**src/rtl/ptp_stamp_pkg.sv**
```systemverilog
package ptp_stamp_pkg;

  typedef enum logic [1:0] {PS_IDLE, PS_PRE, PS_BODY, PS_DROP} pstate_e;

  localparam logic [3:0] PRE_NIB   = 4'h5;
  localparam logic [3:0] SFD_HI    = 4'hD;
  localparam logic [3:0] MSG_SYNC  = 4'h0;
  localparam logic [3:0] MSG_DREQ  = 4'h1;
  localparam int         ETYPE_BYTE = 12;
  localparam int         TYPE_BYTE  = 14;
  localparam int         SRC_BYTE   = 34;
  localparam int         SEQ_BYTE   = 44;

  // body nibble positions that take part in the type comparison
  function automatic logic is_check_nib(input int idx);
    return (idx >= 2*ETYPE_BYTE) && (idx <= 2*TYPE_BYTE);
  endfunction

  // expected nibble at a compared position, low nibble of each byte first
  function automatic logic [3:0] expect_nib(input logic [15:0] et,
                                            input logic [3:0] mt,
                                            input int idx);
    case (idx - 2*ETYPE_BYTE)
      0:       return et[11:8];
      1:       return et[15:12];
      2:       return et[3:0];
      3:       return et[7:4];
      default: return mt;
    endcase
  endfunction

  // whether a body nibble lies inside a big-endian field
  function automatic logic in_field(input int idx, input int first_byte,
                                    input int width);
    return (idx >= 2*first_byte) && (idx < 2*first_byte + width/4);
  endfunction

  // bit offset of a body nibble inside a big-endian field
  function automatic int field_lsb(input int idx, input int first_byte,
                                   input int width);
    int k;
    k = (idx - 2*first_byte) / 2;
    return width - 8 - 8*k + ((idx % 2) * 4);
  endfunction

endpackage

```
**src/rtl/ptp_nib_parser.sv**
```systemverilog
module ptp_nib_parser
  import ptp_stamp_pkg::*;
#(
  parameter int          MIN_BYTES = 46,
  parameter logic [15:0] ETYPE     = 16'h88F7
) (
  input  logic       clk,
  input  logic       rst_n,
  input  logic       valid,
  input  logic       er,
  input  logic [3:0] nib,
  input  logic [3:0] want_type,
  output logic       sfd_hit,
  output logic       frame_ok
);
  localparam int MIN_NIB = 2*MIN_BYTES;
  localparam int CW      = $clog2(MIN_NIB + 1);

  pstate_e       st;
  logic [CW-1:0] ncnt;
  logic          mism;
  logic          err_seen;
  logic          chk_pos;
  logic [3:0]    exp_n;

  always_comb begin
    chk_pos  = is_check_nib(int'(ncnt));
    exp_n    = expect_nib(ETYPE, want_type, int'(ncnt));
    sfd_hit  = valid && (st == PS_PRE) && (nib == SFD_HI);
    frame_ok = !valid && (st == PS_BODY) && !mism && !err_seen &&
               (ncnt == CW'(MIN_NIB));
  end

  always_ff @(posedge clk) begin
    if (!rst_n || !valid) begin
      st       <= PS_IDLE;
      ncnt     <= '0;
      mism     <= 1'b0;
      err_seen <= 1'b0;
    end else begin
      err_seen <= err_seen | er;
      case (st)
        PS_IDLE: st <= (nib == PRE_NIB) ? PS_PRE : PS_DROP;
        PS_PRE: begin
          if (nib == SFD_HI) begin
            st   <= PS_BODY;
            ncnt <= '0;
          end else if (nib != PRE_NIB) begin
            st <= PS_DROP;
          end
        end
        PS_BODY: begin
          if (ncnt != CW'(MIN_NIB)) ncnt <= ncnt + CW'(1);
          if (chk_pos && (nib != exp_n)) mism <= 1'b1;
        end
        default: st <= PS_DROP;
      endcase
    end
  end

  // one delimiter hit per frame
  a_r2_single_sfd: assert property (@(posedge clk) disable iff (!rst_n)
    sfd_hit |=> !sfd_hit);
  // a good end is seen only on the fall of data-valid
  a_r5_end_on_fall: assert property (@(posedge clk) disable iff (!rst_n)
    frame_ok |-> (!valid && $past(valid)));
  // an error nibble prevents the frame from ending well
  a_r9_err_blocks: assert property (@(posedge clk) disable iff (!rst_n)
    (valid && er) |=> !frame_ok);

endmodule

```
**src/rtl/ptp_snap_slot.sv**
```systemverilog
module ptp_snap_slot #(
  parameter int TW = 64
) (
  input  logic          clk,
  input  logic          rst_n,
  input  logic          sfd_hit,
  input  logic          frame_ok,
  input  logic [TW-1:0] now,
  input  logic          nolock,
  input  logic          ack,
  output logic [TW-1:0] snap,
  output logic          evt,
  output logic          commit
);
  logic [TW-1:0] pend;

  assign commit = frame_ok && (!evt || nolock);

  always_ff @(posedge clk) begin
    if (!rst_n) begin
      pend <= '0;
      snap <= '0;
      evt  <= 1'b0;
    end else begin
      if (sfd_hit) pend <= now;
      if (commit) snap <= pend;
      if (commit)   evt <= 1'b1;
      else if (ack) evt <= 1'b0;
    end
  end

  // a frozen snapshot does not move
  a_r6_locked_hold: assert property (@(posedge clk) disable iff (!rst_n)
    (evt && !nolock) |=> $stable(snap));
  // a good frame on a free slot raises the flag
  a_r6_flag_rise: assert property (@(posedge clk) disable iff (!rst_n)
    (frame_ok && !evt) |=> evt);
  // without locking every good frame lands
  a_r7_nolock_land: assert property (@(posedge clk) disable iff (!rst_n)
    (frame_ok && nolock) |=> (evt && (snap == $past(pend))));

endmodule

```
**src/rtl/ptp_meta_grab.sv**
```systemverilog
module ptp_meta_grab
  import ptp_stamp_pkg::*;
(
  input  logic        clk,
  input  logic        rst_n,
  input  logic        valid,
  input  logic [3:0]  nib,
  input  logic        sfd_hit,
  input  logic        commit,
  output logic [47:0] src_id,
  output logic [15:0] seq_id
);
  localparam int LAST = 2*(SEQ_BYTE + 2);
  localparam int IW   = $clog2(LAST + 1);

  logic          act;
  logic [IW-1:0] idx;
  logic [47:0]   src_w;
  logic [15:0]   seq_w;
  int            i;

  assign i = int'(idx);

  always_ff @(posedge clk) begin
    if (!rst_n) begin
      act   <= 1'b0;
      idx   <= '0;
      src_w <= '0;
      seq_w <= '0;
    end else if (!valid) begin
      act <= 1'b0;
    end else if (sfd_hit) begin
      act <= 1'b1;
      idx <= '0;
    end else if (act) begin
      if (in_field(i, SRC_BYTE, 48)) src_w[field_lsb(i, SRC_BYTE, 48) +: 4] <= nib;
      if (in_field(i, SEQ_BYTE, 16)) seq_w[field_lsb(i, SEQ_BYTE, 16) +: 4] <= nib;
      if (idx != IW'(LAST)) idx <= idx + IW'(1);
    end
  end

  always_ff @(posedge clk) begin
    if (!rst_n) begin
      src_id <= '0;
      seq_id <= '0;
    end else if (commit) begin
      src_id <= src_w;
      seq_id <= seq_w;
    end
  end

  // identity and sequence move only with a receive commit
  a_r8_meta_hold: assert property (@(posedge clk) disable iff (!rst_n)
    !commit |=> ($stable(src_id) && $stable(seq_id)));

endmodule

```
**src/rtl/ptp_mii_stamp.sv**
```systemverilog
module ptp_mii_stamp
  import ptp_stamp_pkg::*;
#(
  parameter int          TW        = 64,
  parameter int          MIN_BYTES = 46,
  parameter logic [15:0] ETYPE     = 16'h88F7
) (
  input  logic          clk,
  input  logic          rst_n,
  input  logic          cfg_slave,
  input  logic          cfg_nolock,
  input  logic [TW-1:0] now_time,
  input  logic          mii_tx_en,
  input  logic [3:0]    mii_txd,
  input  logic          mii_rx_dv,
  input  logic          mii_rx_er,
  input  logic [3:0]    mii_rxd,
  input  logic          ack_tx,
  input  logic          ack_rx,
  output logic [TW-1:0] tx_snap,
  output logic [TW-1:0] rx_snap,
  output logic          tx_evt,
  output logic          rx_evt,
  output logic [47:0]   rx_src_id,
  output logic [15:0]   rx_seq_id
);
  logic [3:0] tx_want, rx_want;
  logic       tx_sfd, rx_sfd, tx_ok, rx_ok, tx_commit, rx_commit;

  assign tx_want = cfg_slave ? MSG_DREQ : MSG_SYNC;
  assign rx_want = cfg_slave ? MSG_SYNC : MSG_DREQ;

  ptp_nib_parser #(.MIN_BYTES(MIN_BYTES), .ETYPE(ETYPE)) u_tx_parse (
    .clk(clk), .rst_n(rst_n), .valid(mii_tx_en), .er(1'b0), .nib(mii_txd),
    .want_type(tx_want), .sfd_hit(tx_sfd), .frame_ok(tx_ok));

  ptp_nib_parser #(.MIN_BYTES(MIN_BYTES), .ETYPE(ETYPE)) u_rx_parse (
    .clk(clk), .rst_n(rst_n), .valid(mii_rx_dv), .er(mii_rx_er), .nib(mii_rxd),
    .want_type(rx_want), .sfd_hit(rx_sfd), .frame_ok(rx_ok));

  ptp_snap_slot #(.TW(TW)) u_tx_slot (
    .clk(clk), .rst_n(rst_n), .sfd_hit(tx_sfd), .frame_ok(tx_ok),
    .now(now_time), .nolock(cfg_nolock), .ack(ack_tx),
    .snap(tx_snap), .evt(tx_evt), .commit(tx_commit));

  ptp_snap_slot #(.TW(TW)) u_rx_slot (
    .clk(clk), .rst_n(rst_n), .sfd_hit(rx_sfd), .frame_ok(rx_ok),
    .now(now_time), .nolock(cfg_nolock), .ack(ack_rx),
    .snap(rx_snap), .evt(rx_evt), .commit(rx_commit));

  ptp_meta_grab u_rx_meta (
    .clk(clk), .rst_n(rst_n), .valid(mii_rx_dv), .nib(mii_rxd),
    .sfd_hit(rx_sfd), .commit(rx_commit),
    .src_id(rx_src_id), .seq_id(rx_seq_id));

  // the two directions never wait for the same message type
  a_r4_roles_differ: assert property (@(posedge clk) disable iff (!rst_n)
    tx_want != rx_want);
  // a transmit snapshot change implies a commit on the previous edge
  a_r6_tx_moves_on_commit: assert property (@(posedge clk) disable iff (!rst_n)
    !tx_commit |=> $stable(tx_snap));

endmodule

```
**config.mk**
```make
export PLATFORM = sky130hd
export DESIGN_NAME = ptp_mii_stamp
export DESIGN_NICKNAME = d
export VERILOG_FILES = /design/src/rtl/ptp_stamp_pkg.sv /design/src/rtl/ptp_nib_parser.sv /design/src/rtl/ptp_snap_slot.sv /design/src/rtl/ptp_meta_grab.sv /design/src/rtl/ptp_mii_stamp.sv
export SDC_FILE = /design/constraint.sdc
export NUM_CORES = 1
export LEC_CHECK = 0
export CORE_MARGIN = 10
export CORE_UTILIZATION = 55
export CTS_BUF_LIST = sky130_fd_sc_hd__clkbuf_8
export DETAILED_ROUTE_END_ITERATION = 16
export DONT_BUFFER_PORTS = 1
export PLACE_DENSITY = 0.8
export SYNTH_ARGS = -nofsm -noshare
export SYNTH_HDL_FRONTEND = slang
export SYNTH_SLANG_ARGS = --single-unit
```
**constraint.sdc**
```tcl
create_clock -name clk -period 8.7 [get_ports clk]
set_input_delay 0.87 -clock clk [delete_from_list [all_inputs] [get_ports clk]]
set_output_delay 0.87 -clock clk [all_outputs]
set_load 0.005 [all_outputs]
```
==> results of run 1 <==
[layout by cell type (no fill, tap or decap), drive strengths merged, types with 4 or more instances in the layout]
master	Yosys	layout
nand2	772	772
or3	14	14
dfxtp	415	415
and4	5	5
xor2	22	22
nand3b	4	4
clkinv	0	5
a211oi	8	8
nor3b	5	5
and3	8	8
a221oi	5	5
o21ai	30	30
o211ai	4	4
nand3	49	49
nand2b	6	6
nor3	20	20
bufinv	0	6
mux2i	65	65
xnor2	35	35
nor4	18	18
a21boi	323	323
a21oi	33	33
nor2b	31	31
ha	36	36
a31oi	7	7
inv	26	46
nor2	68	68
and2	7	7
nand4b	4	4
buf	8	11
clkbuf	127	89
or4	7	7
o21bai	5	5
nand4	16	16
nor4b	5	5
[registers in the layout, indices dropped and copies added (netlist names)]
| register | cells |
|---|---|
| u_rx_meta.act | 1 |
| u_rx_meta.idx | 7 |
| u_rx_meta.seq_id | 16 |
| u_rx_meta.seq_w | 16 |
| u_rx_meta.src_id | 48 |
| u_rx_meta.src_w | 48 |
| u_rx_parse.err_seen | 1 |
| u_rx_parse.mism | 1 |
| u_rx_parse.ncnt | 7 |
| u_rx_parse.st | 2 |
| u_rx_slot.evt | 1 |
| u_rx_slot.pend | 64 |
| u_rx_slot.snap | 64 |
| u_tx_parse.mism | 1 |
| u_tx_parse.ncnt | 7 |
| u_tx_parse.st | 2 |
| u_tx_slot.evt | 1 |
| u_tx_slot.pend | 64 |
| u_tx_slot.snap | 64 |
[through the flow]
stage / power [mW] / hold WS, ps / cells / instance area [µm²] / setup WS [ps]
3_5_place_dp: 1.988 / 444.7 / 2564 / 18630 / 2562
6_report: 3.818 / 385.5 / 2686 / 20160 / 2433
2_1_floorplan: 2.003 / 426.2 / 2240 / 18480 / 3263
5_1_grt: 3.948 / 363.1 / 2686 / 20160 / 1957
3_3_place_gp: 1.987 / 435.9 / 2564 / 18630 / 2651
4_1_cts: 3.856 / 333.7 / 2686 / 20160 / 2550
[cell families after synthesis]
group                    after synthesis  share of synthesized area [%]
multiplexers                          67                          3.643
XOR/XNOR                              59                          3.109
buffers and inverters                161                          3.318
AND/OR/NAND/NOR                     1051                          24.51
adder cells (fa/ha/maj)               36                          2.438
AO/OA/AOI/OAI                        451                          18.01
flip-flops                           415                          44.97
[worst max-delay path, delay by kind of cell, from the launching register on]
family | cells | cell delay [ps]
AO/OA/AOI/OAI | 6 | 1980
flip-flops | 1 | 450
multiplexers | 1 | 190
AND/OR/NAND/NOR | 9 | 2450
buffers and inverters | 1 | 150
adder cells (fa/ha/maj) | 4 | 890
[area by class of cell]
class	instances	area [µm²]
inverter	26	97.59
fill	2865	13210
clock buffer	89	1225
timing repair buffer	11	82.58
multi-input combinational	1664	9578
tap	448	560.5
sequential	415	8308
clock inverter	33	307.8
[synth_stat cells, types with 4 or more instances]
| master | count |
|---|---|
| nand2_1 | 772 |
| dfxtp_1 | 415 |
| a21boi_0 | 323 |
| clkbuf_1 | 126 |
| nor2_1 | 68 |
| mux2i_1 | 65 |
| nand3_1 | 46 |
| ha_1 | 36 |
| a21oi_1 | 32 |
| xnor2_1 | 32 |
| nor2b_1 | 31 |
| inv_1 | 26 |
| o21ai_0 | 24 |
| xor2_1 | 21 |
| nor3_1 | 20 |
| nand4_1 | 16 |
| nor4_1 | 16 |
| or3_1 | 14 |
| and3_1 | 8 |
| a31oi_1 | 7 |
| a211oi_1 | 6 |
| and2_1 | 6 |
| nand2b_1 | 6 |
| o21ai_1 | 6 |
| or4_1 | 6 |
| and4_1 | 5 |
| nor4b_1 | 5 |
| o21bai_1 | 5 |
| buf_1 | 4 |
| nand3b_1 | 4 |
| nand4b_1 | 4 |
| nor3b_1 | 4 |
| o211ai_1 | 4 |
[power breakdown]
group	leakage [nW]	total, mW	switching, mW	internal (mW)
Combinational	2.83	0.0409	0.0147	0.0262
Sequential	3.34	1.91	0.00195	1.90
Clock	0.851	1.87	0.774	1.10
[routing by layer]
metal / routed length, µm / GRT usage (%) / share of wire, % / up-vias
li1: - / - / - / 7423
met1: 19890 / 26.88 / 40 / 7117
met2: 23180 / 37.78 / 47 / 460
met3: 5225 / 9.472 / 11 / 79
met4: 1220 / 8.793 / 2.5 / 2
met5: 15 / 0 / 0.030 / -
[worst max path at each step]
| stage | end | slack [ps] | cells after the start |
|---|---|---|---|
| detailed placement | u_rx_meta.src_w[43] | 2560 | 21 |
| floorplan | u_rx_meta.src_w[40] | 3260 | 23 |
| global placement | u_rx_meta.src_w[44] | 2650 | 21 |
| global route | u_rx_meta.src_w[29] | 1960 | 21 |
| finish | u_rx_meta.src_w[15] | 2430 | 21 |
| CTS | u_rx_meta.src_w[44] | 2550 | 21 |
==> flow_summary.ini, run 1 <==
[outcome]
status = complete, no violations

[routing]
drc = 0
drtIter0Drc = 1152
firstDrtPassIters = 5
antenna_left = 0
routed_wl_um = 49530
wire_per_inst_um = 18.44
via_per_inst = 5.615
vias = 15081

[cts]
holdBufCountCts = 0
clk_latency_ps = 620
clockRootBuffer = clkbuf_8
cts_tree = built
clock_sink_count = 415
htree_levels = 3
cts_setup_buffers = 0
clock_path_buffers = 3
cts_buffers = 67
post_cts_resized = 0
clkTransAtPathRegs_ps = 60

[synthesis]
synth_top_area_share_pct = 44.97
ys_types = 80
synth_nets = 2357
synth_area_um2 = 18480
synth_flop_cell = dfxtp_1
synth_edf_count = 0
yosysWarnings = 0
netlist.top_cell.by_area = dfxtp_1
synth_area_leaders = dfxtp_1 (45%), nand2_1 (16%), a21boi_0 (13%), mux2i_1 (3.5%), clkbuf_1 (2.6%)
synth_cells = 2240
async_flop_share_pct = 0
ys_seq_area_share_pct = 44.97
syn_area_per_cell_um2 = 8.248
ys_ff_latch = 415

[critical_path]
rrSetupSlack_ps = 2430
crit_arrival_ps = 6740
crit_path_start = u_rx_meta.idx[4]
rr_startpoint = u_rx_meta.idx[4]
worst_ep_required_time_ps = 9170
cp-start-kind = register
worstSetupPathType = register to register
cp_slowest_stage_delay_ps = 690
crit_path_max_fanout = 11
crit_top_cell = ha_1
timing.critical_path.cells = inv_1 > ha_1 > or3b_4 > a21oi_1 > ha_1 > ha_1 > nor2b_1 > and2_1 > nand2_1 > ha_1 > and2_0 > and3_1 > and4_1 > o21ai_0 > o21ai_1 > nand4b_1 > o41ai_1 > o2111ai_1 > a221oi_2 > nand2_1 > mux2i_1
r2r-end = u_rx_meta.src_w[15]
slowest_stage = o41ai_1
reg2reg_depth = 21
end_kind = register

[floorplanning]
pin_count = 275
die_area_um2 = 41320
initial_core_util_pct = 55.37
row_count = 67
die_y_um = 203.3
die_x_um = 203.3
core-area_um2 = 33360

[global_routing]
overflow = 0
grtUsageTotal_pct = 23.21
antenna_found_initial = 1
grt_max_degree = 407
grt_pass1_vias = 14820
grt_pass1_wl_um = 78960

[power_and_ir_drop]
p_leak_nw = 7.020
power_density_nw_per_um2 = 189.4
ir_drop_uv = 166.4

[worst_hold_path]
hold_start = now_time[8]
hold-path-endpoint = u_tx_slot.pend[8]
holdPathStages = 2
hold_path.class = input pin to register

[layout]
layout-drive-gt1-share_pct = 6.702
diodes = 0
fin_util_pct = 60.42
syn_to_final_growth_pct = 9.115
fin_nets = 2302

[timing]
drv_slew = 0
setup_viol = 0
slew-limit-headroom_pct = 23.10
worst_slew_pin_slew_ps = 1145
finClkSkew_ps = 21.56
fmax_mhz = 159.6
setup-tns-final_ps = 0
min_period_ps = 6267
rsz0062_at_grt = false
hold_viol = 0
fin_crit_sh_pct = 72.03

[place]
port_buffers = 0
place_congestion = 0.9295
hpwl_um = 33680

[run]
maxCapViolCount = 0
(Power assumes the default switching activity.)
==> inputs of run 2 (changes only) <==
==> constraint.sdc (replaced) <==
create_clock -name clk -period 5.85 [get_ports clk]
set_input_delay 0.585 -clock clk [delete_from_list [all_inputs] [get_ports clk]]
set_output_delay 0.585 -clock clk [all_outputs]
set_load 0.005 [all_outputs]
==> run 2 against run 1 <==
  * Sequential share of layout area shrank 0.35 points
  * Worst setup slack lost 2100 ps
  * Die area is the same
  * Count of clock-buffer cells in the layout shrank 7
  * Critical path depth grew 3
  * Final area grew 0.84%
  * Maximum frequency grew 13%
  * Global-route usage grew 0.14 points
  * Register-to-register slack lost 2100 ps
  * First-iteration DRC count shrank 27%
  * Power grew 47%
  * Largest cell class unchanged
  * Largest power group unchanged
  * Highest routed layer is now met4
==> flow_summary.ini, run 2 (synthesized netlist as in run 1, its figures left out) <==
[place]
hpwl_um = 34260
placed_cell_area_um2 = 18850
port_buffers = 0
place_congestion = 0.8952
dp.cells = 2594

[global_routing]
grtUsageTotal_pct = 23.35
antenna_found_initial = 0
grt_pass1_vias = 15126
overflow = 0
grt_max_degree = 407
grt_pass1_wl_um = 79740

[critical_path]
timing.critical_path.cells = inv_1 > ha_1 > or3b_4 > a21oi_1 > ha_1 > ha_1 > nor2b_1 > and2_1 > nand2_1 > ha_1 > and2_0 > and3_1 > and4_1 > o21ai_0 > buf_4 > o21ai_1 > buf_4 > a211oi_2 > xnor2_1 > or4b_4 > a221oi_2 > buf_4 > nand3b_1 > mux2i_1
worstSetupPathType = register to register
crit_path_start = u_rx_meta.idx[3]
crit_path_max_fanout = 5
crit_top_cell = ha_1
crit_arrival_ps = 6000
end_kind = register
worst_ep_required_time_ps = 6320
slowest_stage = or4b_4
path_buf_inv = 4
cp-start-kind = register
rr_startpoint = u_rx_meta.idx[3]
cp_top_family = simple AND/OR/NAND/NOR gates
cp_slowest_stage_delay_ps = 580

[timing]
setup_viol = 0
worst_slew_pin_slew_ps = 1142
fmax_mhz = 180.8
fin_crit_sh_pct = 94.55
finClkSkew_ps = 18.31
drv_slew = 0
setup-tns-final_ps = 0
min_period_ps = 5531
slew-limit-headroom_pct = 23.31
rsz0062_at_grt = false
hold_viol = 0

[power_and_ir_drop]
p_leak_nw = 7.125
ir_drop_uv = 268.8
power_density_nw_per_um2 = 276.1

[cts]
clkTransAtPathRegs_ps = 60
clockRootBuffer = clkbuf_8
clock_path_buffers = 3
htree_levels = 3
cts_tree = built
clock_sink_count = 415
clk_latency_ps = 610
cts_buffers = 69
cts_setup_buffers = 0

[routing]
via_per_inst = 5.605
antenna_left = 0
drtIter0Drc = 838
wire_per_inst_um = 18.39
firstDrtPassIters = 7
vias = 15202
routed_wl_um = 49880
drc = 0

[layout]
design_area_um2 = 20330
final_common_cell = nand2_1
layout-drive-gt1-share_pct = 7.906
n_fill_cell = 2886
fin_nets = 2334
instances_no_fill = 2712
diodes = 0
layout_common_cells = nand2_1 (770), dfxtp_1 (415), a21boi_0 (323), clkbuf_8 (82), nor2_1 (67)
syn_to_final_growth_pct = 10.04

[floorplanning]
die_y_um = 203.3
initial_core_util_pct = 55.37
row_count = 67
die_area_um2 = 41320
die_x_um = 203.3
core-area_um2 = 33360
pin_count = 275

[outcome]
status = complete, no violations

[run]
maxCapViolCount = 0

[worst_hold_path]
hold_start = mii_rx_er
hold_path.class = input pin to register
## run 2: what timing repair did
item                                    4_1_cts  5_1_grt
gates resized for setup                       0        2
endpoints found under the setup margin        0        8
hold buffers                                  0        0
## run 2: area by class of cell
| cell class | instances | area (µm²) | share of cell area [%] |
|---|---|---|---|
| flip-flops and latches | 415 | 8308 | 40.87 |
| clock inverters | 36 | 337.8 | 1.662 |
| clock buffers | 82 | 1129 | 5.551 |
| well taps | 448 | 560.5 | 2.757 |
| inverters | 26 | 97.59 | 0.4801 |
| repair buffers | 41 | 307.8 | 1.514 |
| multi-input cells | 1664 | 9589 | 47.17 |
## run 2: path summary, 6_finish.rpt
kind	to	slack, ps	cells after the start
worst max-delay path	u_rx_meta.src_w[41]	320	24
worst min-delay path	u_rx_parse.err_seen	90	2
worst max register to register	u_rx_meta.src_w[41]	320	24
worst min register to register	u_rx_parse.mism	450	2
## run 2: per-stage QoR
stage	hold WS (ps)	utilization, %	setup slack [ps]	power (mW)
after floorplan	426.2	-	412.9	2.980
after global placement	439.9	56.50	529.3	2.955
after detailed placement	448.0	56.50	424.8	2.957
after CTS	42.13	60.90	378.0	5.664
after global routing	89.31	60.93	12.32	5.798
final	94.58	60.93	318.5	5.614
## run 2: metal layers
| metal | vias up | wire length, µm | global-route usage, % |
|---|---|---|---|
| li1 | 7467 | - | - |
| met1 | 7161 | 19980 | 27.09 |
| met2 | 477 | 23210 | 37.85 |
| met3 | 97 | 5251 | 9.456 |
| met4 | 0 | 1430 | 9.193 |
| met5 | - | 0 | 0 |
## run 2: power breakdown
part / internal [mW] / switching [mW] / total [mW]
sequential: 2.83 / 0.00289 / 2.83
combinational: 0.0390 / 0.0226 / 0.0617
clock: 1.55 / 1.17 / 2.72
## run 2: worst reg2reg max path, cell delays in order (launching register included)
cell and delay (ps):
dfxtp_1 370, inv_1 100, ha_1 190, or3b_4 420, a21oi_1 170, ha_1 200
ha_1 180, nor2b_1 170, and2_1 200, nand2_1 80, ha_1 310, and2_0 170
and3_1 190, and4_1 210, o21ai_0 150, buf_4 180, o21ai_1 80, buf_4 170
a211oi_2 290, xnor2_1 130, or4b_4 580, a221oi_2 270, buf_4 170, nand3b_1 210
mux2i_1 200
